### src/rtl/pirq_router_pkg.sv
package pirq_router_pkg;
   localparam int ROUTE_W = 8;
   typedef logic [ROUTE_W-1:0] route_byte_t;
   localparam route_byte_t ROUTE_RST = 8'h80;

   function automatic logic route_live(input route_byte_t v, input int n_outs);
      return (int'(v) < n_outs);
   endfunction
endpackage

### src/rtl/pirq_route_regs.sv
module pirq_route_regs
   import pirq_router_pkg::*;
#(
   parameter int NUM_LINES = 4,
   localparam int IDX_W = (NUM_LINES > 1) ? $clog2(NUM_LINES) : 1
) (
   input  logic                              clk,
   input  logic                              rst,
   input  logic                              wr,
   input  logic [IDX_W-1:0]                  widx,
   input  route_byte_t                       wdata,
   input  logic [IDX_W-1:0]                  ridx,
   output route_byte_t                       rdata,
   output route_byte_t [NUM_LINES-1:0]       route_q,
   output route_byte_t [NUM_LINES-1:0]       route_nx,
   output logic                              touched
);
   always_comb begin
      route_nx = route_q;
      if (wr) route_nx[widx] = wdata;
   end

   assign touched = wr;
   assign rdata   = route_q[ridx];

   always_ff @(posedge clk) begin
      if (rst) begin
         for (int i = 0; i < NUM_LINES; i++) route_q[i] <= ROUTE_RST;
      end else begin
         route_q <= route_nx;
      end
   end
endmodule

### src/rtl/pirq_level_map.sv
module pirq_level_map
   import pirq_router_pkg::*;
#(
   parameter int NUM_LINES = 4,
   parameter int NUM_OUTS  = 16,
   localparam int MAP_W = NUM_LINES * NUM_OUTS
) (
   input  logic                         clk,
   input  logic                         rst,
   input  logic                         rebuild,
   input  route_byte_t [NUM_LINES-1:0]  route_nx,
   input  logic [NUM_LINES-1:0]         lvl,
   output logic [MAP_W-1:0]             map_q
);
   logic [MAP_W-1:0] map_d;

   always_comb begin
      map_d = rebuild ? '0 : map_q;
      for (int i = 0; i < NUM_LINES; i++) begin
         if (route_live(route_nx[i], NUM_OUTS)) begin
            map_d[int'(route_nx[i]) * NUM_LINES + i] = lvl[i];
         end
      end
   end

   always_ff @(posedge clk) begin
      if (rst) map_q <= '0;
      else     map_q <= map_d;
   end
endmodule

### src/rtl/pirq_out_reduce.sv
module pirq_out_reduce #(
   parameter int NUM_LINES = 4,
   parameter int NUM_OUTS  = 16,
   localparam int MAP_W = NUM_LINES * NUM_OUTS
) (
   input  logic [MAP_W-1:0]    map_q,
   output logic [NUM_OUTS-1:0] irq
);
   for (genvar o = 0; o < NUM_OUTS; o++) begin : g_out
      assign irq[o] = |map_q[o*NUM_LINES +: NUM_LINES];
   end
endmodule

### src/rtl/pirq_slot_map.sv
module pirq_slot_map #(
   parameter int NUM_LINES = 4,
   parameter int DEVFN_W   = 8,
   parameter int FUNC_W    = 3,
   localparam int LINE_W = (NUM_LINES > 1) ? $clog2(NUM_LINES) : 1,
   localparam int SLOT_W = DEVFN_W - FUNC_W
) (
   input  logic [DEVFN_W-1:0] devfn,
   input  logic [LINE_W-1:0]  pin,
   output logic [LINE_W-1:0]  line
);
   logic [SLOT_W-1:0] slot;
   logic [SLOT_W:0]   sum;

   assign slot = devfn[DEVFN_W-1:FUNC_W];
   assign sum  = (SLOT_W+1)'(pin) + (SLOT_W+1)'(slot) - (SLOT_W+1)'(1);
   assign line = sum[LINE_W-1:0];
endmodule

### src/rtl/pirq_router.sv
module pirq_router
   import pirq_router_pkg::*;
#(
   parameter int NUM_LINES = 4,
   parameter int NUM_OUTS  = 16,
   parameter int DEVFN_W   = 8,
   parameter int FUNC_W    = 3,
   localparam int IDX_W = (NUM_LINES > 1) ? $clog2(NUM_LINES) : 1,
   localparam int MAP_W = NUM_LINES * NUM_OUTS
) (
   input  logic                 clk,
   input  logic                 rst,
   input  logic                 cfg_wr,
   input  logic [IDX_W-1:0]     cfg_idx,
   input  logic [ROUTE_W-1:0]   cfg_wdata,
   input  logic [IDX_W-1:0]     cfg_rd_idx,
   output logic [ROUTE_W-1:0]   cfg_rdata,
   input  logic [NUM_LINES-1:0] pirq_lvl,
   output logic [NUM_OUTS-1:0]  irq_out,
   input  logic [DEVFN_W-1:0]   slot_devfn,
   input  logic [IDX_W-1:0]     slot_pin,
   output logic [IDX_W-1:0]     slot_line
);
   if ((NUM_LINES < 2) || ((NUM_LINES & (NUM_LINES - 1)) != 0)) begin : g_bad_lines
      $error("NUM_LINES must be a power of two of at least 2");
   end
   if ((NUM_OUTS < 1) || (NUM_OUTS > (1 << ROUTE_W))) begin : g_bad_outs
      $error("NUM_OUTS must fit in a steering byte");
   end
   if (DEVFN_W <= FUNC_W) begin : g_bad_devfn
      $error("DEVFN_W must exceed FUNC_W");
   end

   route_byte_t [NUM_LINES-1:0] route_q;
   route_byte_t [NUM_LINES-1:0] route_nx;
   logic                        touched;
   logic [MAP_W-1:0]            map_q;

   pirq_route_regs #(.NUM_LINES(NUM_LINES)) u_regs (
      .clk(clk), .rst(rst), .wr(cfg_wr), .widx(cfg_idx), .wdata(cfg_wdata),
      .ridx(cfg_rd_idx), .rdata(cfg_rdata), .route_q(route_q),
      .route_nx(route_nx), .touched(touched)
   );

   pirq_level_map #(.NUM_LINES(NUM_LINES), .NUM_OUTS(NUM_OUTS)) u_map (
      .clk(clk), .rst(rst), .rebuild(touched), .route_nx(route_nx),
      .lvl(pirq_lvl), .map_q(map_q)
   );

   pirq_out_reduce #(.NUM_LINES(NUM_LINES), .NUM_OUTS(NUM_OUTS)) u_reduce (
      .map_q(map_q), .irq(irq_out)
   );

   pirq_slot_map #(.NUM_LINES(NUM_LINES), .DEVFN_W(DEVFN_W), .FUNC_W(FUNC_W)) u_slot (
      .devfn(slot_devfn), .pin(slot_pin), .line(slot_line)
   );
endmodule

### config.mk
export PLATFORM = sky130hd
export DESIGN_NAME = pirq_router
export DESIGN_NICKNAME = d
export VERILOG_FILES = /design/src/rtl/pirq_router_pkg.sv /design/src/rtl/pirq_route_regs.sv /design/src/rtl/pirq_level_map.sv /design/src/rtl/pirq_out_reduce.sv /design/src/rtl/pirq_slot_map.sv /design/src/rtl/pirq_router.sv
export SDC_FILE = /design/constraint.sdc
export NUM_CORES = 1
export LEC_CHECK = 0
export ABC_AREA = 1
export BUFFER_PORTS_ARGS = -buffer_cell sky130_fd_sc_hd__buf_4
export CAP_MARGIN = 20
export CORE_UTILIZATION = 34
export CTS_CLUSTER_SIZE = 24
export DETAILED_ROUTE_END_ITERATION = 12
export GPL_TIMING_DRIVEN = 0
export HOLD_SLACK_MARGIN = 0.05
export PLACE_DENSITY_LB_ADDON = 0.25
export SLEW_MARGIN = 0
export SYNTH_ARGS = -nofsm -noshare
export SYNTH_HDL_FRONTEND = slang
export SYNTH_HIERARCHICAL = 1
export SYNTH_SLANG_ARGS = --single-unit
export TNS_END_PERCENT = 30
### constraint.sdc
create_clock -name clk -period 2 [get_ports clk]
set_input_delay 0.4 -clock clk [delete_from_list [all_inputs] [get_ports clk]]
set_output_delay 0.4 -clock clk [all_outputs]
set_load 0.005 [all_outputs]
==> results.md <==
* Status: finished clean
* Worst setup path class: in2out
* CTS Hold Bufs at 0
* # H-tree levels at 3
* Synth unique cells at 21
* Fin. max-slew vios at 0
* R2r worst-path depth at 10
* PD cells at 680 nW/um^2
* CP Launch Type: input port
* Die footprint at 17,000 um^2
* First-pass GRT wire length at 25.3 mm
* Crit path top cell by count: buf_4
* Grt ovf at 0
* # rows at 46
* Post-synth EDFFs at 0
* CTS sink count at 96
* Initial core utilization at 0.351
* CTS buffer count at 9
* CP max FO at 10
* Sequential fraction of the synthesis area at 0.344
* Cell area after synthesis at 5590 um^2
* Syn Nets at 1,006
* Drt wl/cell at 12.6 um
* FF-to-FF Start: u_regs/route_q[25]
* Detailed-placement wirelength estimate at 12.0 mm
* Antenna violations before repair at 0
* Die height at 130 um
* Largest cells by area after synthesis: dfxtp_1 34%, nor2_1 19%, nand2_1 16%
* Clock Skews at 8.32 ps
* Gate Count Post-Synth at 976
* Utilization after layout at 0.408
* Leak at 0.00319 uW
* Adder-Cell Fraction of Synth Area at 0.00224
* Crit path time final at 1850 ps
* Reg2Reg Setup Slack at 570 ps
* Share of the synthesized area in the top cell type at 0.344
* Antenna cells at 0
* Max_cap viols at 0
* Clk root buf: clkbuf_16
* Total setup buffers inserted after CTS at 0
* CTS tree: built
* Layout cell share with drive strength beyond 1 at 0.0973
* GPL Wtd Cong at 0.876
* Hold EP: u_regs/route_q[23]
* Layout Cells excl Fill at 1,254
* Worst setup startpoint: cfg_rd_idx[0]
* Crit share post-route at 0.927
* RR Endpoint: u_map/map_q[7]
* Yosys warnings at 6
* PortBufs at 47
* Drt total wl at 15.8 mm
* Largest stage delay on the critical path at 410 ps
* Largest net degree at the start of global routing at 15
* Synth Flop Type: dfxtp_1
* CTS clk-pin slew, worst paths at 60 ps
* Final setup fails at 0
* RSZ-0062 raised after global routing: no
* Pre-Repair DR Iteration Count at 6
* Worst Max-Slew Pin Slew at 678 ps
* Power Total at 4420 uW
* Post-synthesis mux area share at 0
* Compound-Gate Fraction of Synth Area at 0.0842
* P&R area growth vs syn at 16.4%
* I/O pin cnt at 55
* Layout net count at 1,064
* Ys async rst share at 0
* CP Capture Type: primary output
* Peak VDD IR at 413 uV
* Crit-path cells: buf_4 -> clkbuf_1 -> a21oi_1 -> o21ai_0 -> nand2_1 -> buf_4
* CP required at 1600 ps
* Post-route ant nets at 0
* Arrival time at the worst endpoint at 1450 ps
* Worst skew pair latency at 350 ps
* Post-cts resize count at 0
* DP Cell Count at 1,239
* Flops & latches, synth at 96
* Placed cell area at 6210 um^2
* CTS max path bufs at 2
* DRC Markers at 0
* Vias in the first global route at 5,036
* Final instance area at 6510 um^2
* Hold depth at 3
* Die Wd at 130 um
* Fin. Hold Viols at 0
* Iter 0 DRT Violations at 407
* Vias after detailed routing at 5,659
* Hold_ws at 313 ps
* Syn_area_per_cell at 5.73 um^2
* Core ar. at 15,900 um^2
* DR vias/cell at 4.51
* Slowest-stage cell, CP: clkbuf_1
* Simple-Gate Fraction of Synth Area at 0.411
* HP Start: cfg_wdata[7]
* Synth area leader: dfxtp_1
* Peak Freq at 539 MHz
* Rel. slew slack at 0.548
* Largest family of logic cells by synthesized area: simple AND/OR/NAND/NOR gates
* Gr usage total at 0.196
* Post-Synth XOR/XNOR Area at 0
* Hold Crit Class: in2reg
## layout make-up
type                            instances  area [um^2]
Clock buffer                           13          280
Fill cell                            1752         9440
Inverter                              173          659
Tap cell                              216          270
Buffer                                 35          226
Sequential cell                        96         1920
Timing Repair Buffer                   47          353
Clock inverter                          2         12.5
Multi-Input combinational cell        672         2780
## sequential cells by signal, indices dropped and copies added, names as in the netlist
register and cells:
u_map/map_q 64, u_regs/route_q 32
## power breakdown
group          switching, uW  leakage, uW  internal (uW)
clock network            753     0.000144            971
logic                    492      0.00227            237
registers               17.0     0.000778           1950
total                   1260      0.00319           3160
## layer usage
metal,share of wire,vias to the layer above,wire (um),track usage
met5,0,-,0,0
met4,0.012,0,193,0.0650
met3,0.043,16,685,0.0308
met2,0.45,127,7100,0.315
met1,0.49,2489,7780,0.268
li1,-,3027,-,-
## synth_stat cells, types with 2 or more instances
master	count
a21oi_1	54
clkbuf_1	12
o21ai_0	14
buf_2	13
a21oi_2	6
o21ai_1	2
nor2_1	283
nand2_2	4
buf_6	4
inv_1	167
buf_8	4
inv_2	2
nand3_1	67
inv_4	4
o211ai_1	9
nand2_1	231
dfxtp_1	96
## critical path: cells and delay by family
kind / cells / cell delay (ps)
buffers and inverters: 3 / 680
AND/OR/NAND/NOR: 1 / 120
AO/OA/AOI/OAI: 2 / 250
## how the worst max path moves through the flow
stage | end | cells past startpoint | slack, ps
2_1_floorplan | u_map/map_q[47] | 11 | 360
3_3_place_gp | u_map/map_q[34] | 13 | -70
3_5_place_dp | u_map/map_q[30] | 13 | -100
4_1_cts | cfg_rdata[1] | 6 | 160
5_1_grt | u_map/map_q[39] | 11 | 50
6_report | cfg_rdata[0] | 6 | 150
## logic make-up after synthesis
family          count (synthesis)
simple gates                  586
buf+inv                       208
flops                          96
compound gates                 85
fa+ha+maj                       1
## per-stage QoR
step                      setup slack [ps]  setup TNS [ps]
after floorplan                        360               0
after global placement               -74.2           -1360
after detailed placement              -104           -1800
after CTS                              159               0
after global routing                  50.9               0
final                                  146               0
## cells in the final DEF, fill, tap and decap left out
master,count
a21oi_1,54
a21oi_2,6
buf_1,1
buf_2,13
buf_4,48
buf_6,4
buf_8,4
clkbuf_1,12
clkbuf_16,9
clkbuf_8,4
clkinv_2,1
clkinvlp_4,1
dfxtp_1,96
ha_1,1
inv_1,167
inv_2,2
inv_4,4
nand2_1,231
nand2_2,4
nand3_1,67
nand3_2,1
nor2_1,283
o211ai_1,9
o21ai_0,14
o21ai_1,2
Note: power is estimated with default switching activity, not from simulation.
